--- src/rtl/rmw_pkg.sv ---
package rmw_pkg;
  localparam int DataW = 8;
  localparam int AddrW = 7;
  localparam int Depth = 1 << AddrW;
  localparam int BitW  = $clog2(DataW);
  localparam int OpW   = 4;
  localparam int NibW  = DataW / 2;

  typedef enum logic [OpW-1:0] {
    OP_MOVF  = 4'd0,
    OP_ADD   = 4'd1,
    OP_SUB   = 4'd2,
    OP_AND   = 4'd3,
    OP_IOR   = 4'd4,
    OP_XOR   = 4'd5,
    OP_COM   = 4'd6,
    OP_INC   = 4'd7,
    OP_DEC   = 4'd8,
    OP_CLR   = 4'd9,
    OP_BCLR  = 4'd10,
    OP_BSET  = 4'd11,
    OP_MOVWF = 4'd12,
    OP_RSV13 = 4'd13,
    OP_RSV14 = 4'd14,
    OP_RSV15 = 4'd15
  } opKind_t;

  typedef struct packed {
    logic capture;
    logic readEn;
    logic modifyEn;
    logic writeEn;
  } phaseStrobe_t;
endpackage

--- src/rtl/rmw_ctrl.sv ---
module rmw_ctrl
  import rmw_pkg::*;
(
  input  logic         clk,
  input  logic         rst,
  input  logic         start,
  output phaseStrobe_t strobe,
  output logic         busy,
  output logic         done
);
  typedef enum logic [1:0] {ST_IDLE, ST_READ, ST_MODIFY, ST_WRITE} phase_t;
  phase_t state;

  always_ff @(posedge clk or posedge rst) begin
    if (rst) begin
      state <= ST_IDLE;
      done  <= 1'b0;
    end else begin
      done <= (state == ST_WRITE);
      unique case (state)
        ST_IDLE:   if (start) state <= ST_READ;
        ST_READ:   state <= ST_MODIFY;
        ST_MODIFY: state <= ST_WRITE;
        default:   state <= ST_IDLE;
      endcase
    end
  end

  always_comb begin
    strobe.capture  = (state == ST_IDLE) && start;
    strobe.readEn   = (state == ST_READ);
    strobe.modifyEn = (state == ST_MODIFY);
    strobe.writeEn  = (state == ST_WRITE);
  end

  assign busy = (state != ST_IDLE);

  AST_DONE_PULSE: assert property (@(posedge clk) disable iff (rst)
    done |=> !done);
  AST_DONE_IDLE: assert property (@(posedge clk) disable iff (rst)
    done |-> !busy);
  AST_BUSY_HOLDS: assert property (@(posedge clk) disable iff (rst)
    (busy && !strobe.writeEn) |=> busy);
endmodule

--- src/rtl/rmw_datapath.sv ---
module rmw_datapath
  import rmw_pkg::*;
(
  input  logic               clk,
  input  logic               rst,
  input  phaseStrobe_t       strobe,
  input  logic [OpW-1:0]     opSel,
  input  logic [AddrW-1:0]   fileAddr,
  input  logic               destSel,
  input  logic [BitW-1:0]    bitSel,
  output logic [DataW-1:0]   wReg,
  output logic               cFlag,
  output logic               dcFlag,
  output logic               zFlag,
  output logic [DataW-1:0]   operand
);
  logic [DataW-1:0] bank [Depth];
  opKind_t          opR;
  logic [AddrW-1:0] addrR;
  logic             destR;
  logic [BitW-1:0]  bitR;

  logic [DataW-1:0] aluRes, resR;
  logic             aluC, aluDc, cR, dcR;
  logic [DataW:0]   sum9, diff9;
  logic [NibW:0]    sumNib;
  logic [DataW-1:0] bitMask;
  logic             isBitOp, updArith, updZero, toFile, toW;

  always_comb begin
    sum9    = {1'b0, operand} + {1'b0, wReg};
    diff9   = {1'b0, operand} - {1'b0, wReg};
    sumNib  = {1'b0, operand[NibW-1:0]} + {1'b0, wReg[NibW-1:0]};
    bitMask = DataW'(1) << bitR;
    aluC    = cFlag;
    aluDc   = dcFlag;
    unique case (opR)
      OP_MOVF:  aluRes = operand;
      OP_ADD: begin
        aluRes = sum9[DataW-1:0];
        aluC   = sum9[DataW];
        aluDc  = sumNib[NibW];
      end
      OP_SUB: begin
        aluRes = diff9[DataW-1:0];
        aluC   = ~diff9[DataW];
        aluDc  = (operand[NibW-1:0] >= wReg[NibW-1:0]);
      end
      OP_AND:   aluRes = operand & wReg;
      OP_IOR:   aluRes = operand | wReg;
      OP_XOR:   aluRes = operand ^ wReg;
      OP_COM:   aluRes = ~operand;
      OP_INC:   aluRes = operand + DataW'(1);
      OP_DEC:   aluRes = operand - DataW'(1);
      OP_CLR:   aluRes = '0;
      OP_BCLR:  aluRes = operand & ~bitMask;
      OP_BSET:  aluRes = operand | bitMask;
      OP_MOVWF: aluRes = wReg;
      default:  aluRes = operand;
    endcase
  end

  always_comb begin
    isBitOp  = (opR == OP_BCLR) || (opR == OP_BSET);
    updArith = (opR == OP_ADD) || (opR == OP_SUB);
    updZero  = (opR <= OP_CLR);
    toFile   = isBitOp || (opR == OP_MOVWF) || (destR && (opR <= OP_CLR));
    toW      = !destR && (opR <= OP_CLR);
  end

  always_ff @(posedge clk or posedge rst) begin
    if (rst) begin
      opR     <= OP_MOVF;
      addrR   <= '0;
      destR   <= 1'b1;
      bitR    <= '0;
      operand <= '0;
      resR    <= '0;
      cR      <= 1'b0;
      dcR     <= 1'b0;
      wReg    <= '0;
      cFlag   <= 1'b0;
      dcFlag  <= 1'b0;
      zFlag   <= 1'b0;
      for (int i = 0; i < Depth; i++) bank[i] <= '0;
    end else begin
      if (strobe.capture) begin
        opR   <= opKind_t'(opSel);
        addrR <= fileAddr;
        destR <= destSel;
        bitR  <= bitSel;
      end
      if (strobe.readEn) operand <= bank[addrR];
      if (strobe.modifyEn) begin
        resR <= aluRes;
        cR   <= aluC;
        dcR  <= aluDc;
      end
      if (strobe.writeEn) begin
        if (toFile) bank[addrR] <= resR;
        if (toW) wReg <= resR;
        if (updArith) begin
          cFlag  <= cR;
          dcFlag <= dcR;
        end
        if (updZero) zFlag <= (resR == '0);
      end
    end
  end

  AST_READ_BEFORE_WRITE: assert property (@(posedge clk) disable iff (rst)
    strobe.writeEn |-> $past(strobe.readEn, 2));
  AST_W_KEPT_ON_FILE_DEST: assert property (@(posedge clk) disable iff (rst)
    $past(strobe.writeEn && !toW) |-> wReg == $past(wReg));
  AST_BITOP_FLAGS_KEPT: assert property (@(posedge clk) disable iff (rst)
    $past(strobe.writeEn && isBitOp) |-> {cFlag, dcFlag, zFlag} == $past({cFlag, dcFlag, zFlag}));
  AST_ZERO_TRACKS_W: assert property (@(posedge clk) disable iff (rst)
    $past(strobe.writeEn && updZero && toW) |-> zFlag == (wReg == '0));
endmodule

--- src/rtl/rmw_file_unit.sv ---
module rmw_file_unit
  import rmw_pkg::*;
(
  input  logic             clk,
  input  logic             rst,
  input  logic             start,
  input  logic [OpW-1:0]   opSel,
  input  logic [AddrW-1:0] fileAddr,
  input  logic             destSel,
  input  logic [BitW-1:0]  bitSel,
  output logic [DataW-1:0] wOut,
  output logic             carryOut,
  output logic             digitCarryOut,
  output logic             zeroOut,
  output logic [DataW-1:0] lastRead,
  output logic             busy,
  output logic             done
);
  phaseStrobe_t strobe;

  rmw_ctrl uCtrl (
    .clk    (clk),
    .rst    (rst),
    .start  (start),
    .strobe (strobe),
    .busy   (busy),
    .done   (done)
  );

  rmw_datapath uPath (
    .clk      (clk),
    .rst      (rst),
    .strobe   (strobe),
    .opSel    (opSel),
    .fileAddr (fileAddr),
    .destSel  (destSel),
    .bitSel   (bitSel),
    .wReg     (wOut),
    .cFlag    (carryOut),
    .dcFlag   (digitCarryOut),
    .zFlag    (zeroOut),
    .operand  (lastRead)
  );
endmodule

--- config.mk ---
export PLATFORM = sky130hd
export DESIGN_NAME = rmw_file_unit
export DESIGN_NICKNAME = d
export VERILOG_FILES = /design/src/rtl/rmw_pkg.sv /design/src/rtl/rmw_ctrl.sv /design/src/rtl/rmw_datapath.sv /design/src/rtl/rmw_file_unit.sv
export SDC_FILE = /design/constraint.sdc
export NUM_CORES = 2
export LEC_CHECK = 0
export ABC_AREA = 1
export BUFFER_PORTS_ARGS = -buffer_cell sky130_fd_sc_hd__buf_2
export CAP_MARGIN = 20
export CELL_PAD_IN_SITES_DETAIL_PLACEMENT = 1
export CELL_PAD_IN_SITES_GLOBAL_PLACEMENT = 1
export CORE_UTILIZATION = 43
export DETAILED_ROUTE_END_ITERATION = 10
export PLACE_DENSITY = 0.86
export SETUP_SLACK_MARGIN = 0.02
export SLEW_MARGIN = 10
export SYNTH_ARGS = -nofsm -noshare
export SYNTH_HDL_FRONTEND = slang
export SYNTH_HIERARCHICAL = 1
export SYNTH_SLANG_ARGS = --single-unit
export TNS_END_PERCENT = 100
--- constraint.sdc ---
create_clock -name clk -period 32.9 [get_ports clk]
set_clock_uncertainty 0.05 [all_clocks]
set_input_delay 1.645 -clock clk [delete_from_list [all_inputs] [get_ports clk]]
set_output_delay 1.645 -clock clk [all_outputs]
set_load 0.05 [all_outputs]
==> impl_metrics.tcl <==
set metrics [dict create \
    irDropWorstVdd_mv 0.0618 \
    dieArea_um2 120000 \
    final_common_cell "nand2_1" \
    vias_per_cell 5.70 \
    cp.required_ns 33.49 \
    vias 46700 \
    switching_share 0.428 \
    die_h_um 346 \
    hold_buffers 0 \
    clock_sinks 1071 \
    status "finished, final reports clean" \
    crit_top_cell "nand2_1" \
    grt_start_max_net_pins 182 \
    max_freq_mhz 226 \
    yosys_warnings 6 \
    cp.arrival_ns 5.01 \
    hold_path_class "flop to flop" \
    antenna_found_initial 6 \
    core_area_um2 117000 \
    firstDrtPassIters 5 \
    p_clk_frac 0.291 \
    n_antenna_cell 0 \
    synth_async_sr_flop_share 1.00 \
    start_util 0.436 \
    htree_num_levels 3 \
    end_kind "flop" \
    final_cell_mix "nand2_1, o21ai_0, dfrtp_1, a21oi_1, nor2_1" \
    cellPowerDensity_nw_per_um2 83.3 \
    slowest_stage "buf_4" \
    track_usage 0.292 \
    wl_per_cell_um 21.3 \
    synth_ff_type "dfrtp_1" \
    worst_pin_slew_ns 1.15 \
    leakage_nw 27.0 \
    syn_avg_cell_area_um2 7.44 \
    ctsLongestPathBuffers 3 \
    p_sw_mw 1.99 \
    slew_headroom 0.233 \
    grt_pass1_wl_mm 279 \
    finalSetupViolCount 0 \
    dpl.hpwl_mm 103 \
    tns_ns 0 \
    first_iter_violations 4362 \
    synth.distinct_cells 44 \
    total_power_mw 4.64 \
    fin_crit_sh 0.134 \
    final_hold_viol_count 0 \
    setup_ws_ns 28.48 \
    cts-buffers-inserted 117 \
    postCtsSetupBuffers 0 \
    area_growth_pct 9.69 \
    dp_slack_ns 27.66 \
    criticalPathCategory "flop to flop" \
    path_max_fanout 159 \
    cap_violations 0 \
    insertion_delay_ns 0.71 \
    synth-seq-area-share 0.527 \
    final_net_count 6619 \
    cpPeakStageDelay_ns 0.83 \
    layout-drive-gt1-share 0.0481 \
    drt-total-wl_mm 174 \
    io-pin-count 39 \
    power_frac_comb 0.335 \
    cts-root-buf "clkbuf_16" \
    syn_nets 6867 \
    postSynthCellCount 6826 \
    finalCriticalPeriod_ns 4.42 \
    cts-resized-gates 0 \
    ys_ff_latch 1071 \
    intPower_mw 2.65 \
    gp_congestion 0.901 \
    drv_slew 0 \
    drc 0 \
    crit_chain "inv_8, buf_12, buf_4, nand2_1, nand2_1, nand2_1, nand2_1, nand2_1, nand2_1, nand2_1, nand2_1, o21ai_0, nand3_1, nor2_1, nor2_1" \
    cp-start-kind "flop" \
    synth-edff-count 0 \
    clkSlewWorstSetupHoldPaths_ns 0.06 \
    ant_nets 0 \
    row_count 125 \
    fp.dieW_um 346 \
    netlist_area_um2 50800 \
    port_buffers 38 \
    grt_pass1_vias 48700 \
    final_util 0.478 \
    p_seq_frac 0.374 \
    rsz0062_at_grt "no" \
    grt_remaining_overflow 0 \
    cts_tree "done" \
]
worst max-delay path, delay by kind of cell (launching register included):
kind,cells,cell delay (ns)
AOI/OAI and AO/OA,1,0.14
buffers and inverters,3,1.99
and+or+nand+nor,11,1.11
DFF,1,0.69
power by group through the flow:
stage	combinational (mW)	sequential (mW)	clock, mW
2_1_floorplan	0.938	1.71	0
3_3_place_gp	1.47	1.74	0
3_5_place_dp	1.52	1.75	0
4_1_cts	1.53	1.73	1.37
5_1_grt	1.68	1.76	1.42
6_report	1.56	1.73	1.35
worst paths after layout:
| path | from | endpoint | slack, ns | cells past startpoint |
|---|---|---|---|---|
| setup / recovery | uPath/addrR[0] | uPath/operand[0] | 28.48 | 15 |
| hold / removal | uPath/bank[545] | uPath/bank[545] | 0.43 | 2 |
| setup reg to reg | uPath/addrR[0] | uPath/operand[0] | 28.48 | 15 |
| hold reg to reg | uPath/bank[545] | uPath/bank[545] | 0.43 | 2 |
| max in group asynchronous | rst | uPath/bank[549] | 28.60 | 5 |
| min in group asynchronous | rst | uCtrl/done | 0.80 | 2 |
stage by stage:
step           cell area [um^2]  hold slack (ns)  instances
2_1_floorplan             50800            0.403       6826
3_3_place_gp              51700            0.415       7980
3_5_place_dp              51700            0.423       7980
4_1_cts                   55700            0.437       8194
5_1_grt                   55700            0.447       8197
6_report                  55700            0.432       8197
kinds of logic after synthesis:
group	after synthesis	synth area share
AND/OR/NAND/NOR	3820	0.290
AO/OA/AOI/OAI	1332	0.133
flip-flops	1071	0.527
buffers and inverters	576	0.0430
adder cells (fa/ha/maj)	23	0.00596
XOR/XNOR	3	0.000517
multiplexers	1	0.000222
Yosys cell counts, types with 2 or more instances:
cell	instances	area, um^2
nor2_2	5	31.3
xor2_1	2	17.5
inv_1	105	394
o211ai_1	3	22.5
a31o_2	2	17.5
buf_1	15	56.3
clkinv_1	4	15.0
a31oi_1	5	31.3
clkbuf_1	429	1610
nand2_1	3524	13200
dfrtp_1	1070	26800
nand4_1	58	363
o21ai_0	1147	5740
nor2_1	131	492
nand3b_1	3	22.5
nor4_2	2	25.0
nor3_2	6	60.1
nor3b_1	2	15.0
inv_2	6	22.5
a41oi_1	2	17.5
a21oi_1	151	756
fa_1	2	40.0
o2111ai_1	2	17.5
nor4_4	3	63.8
nor3_1	7	35.0
ha_1	21	263
o22ai_1	7	43.8
or2_2	2	12.5
o21bai_1	2	15.0
nand3_1	73	365
a22oi_1	6	45.0
buf_2	17	85.1
sequential cells by signal, summed over array words and instances (netlist names):
name,count
uPath/cR,1
uPath/dcFlag,1
uPath/opR,4
uPath/addrR,7
uCtrl/done,1
uPath/zFlag,1
uPath/dcR,1
uPath/destR,1
uPath/resR,8
uPath/cFlag,1
uPath/operand,8
uCtrl/state,2
uPath/bank,1024
uPath/bitR,3
uPath/wReg,8
area by class of cell:
class | instances | area [um^2]
Tap cell | 1524 | 1910
Timing Repair Buffer | 94 | 738
Multi-Input combinational cell | 5179 | 21900
Clock buffer | 185 | 3540
Sequential cell | 1071 | 26800
Clock inverter | 29 | 397
Fill cell | 14400 | 60900
Inverter | 115 | 477
per-layer routing:
layer	wire length, um	part of all wire	GRT usage
met1	74700	0.43	0.392
met2	82300	0.47	0.479
met3	10500	0.060	0.0401
met4	6660	0.038	0.114
met5	74	0.00042	0
Note: power is estimated with default switching activity, not from simulation.
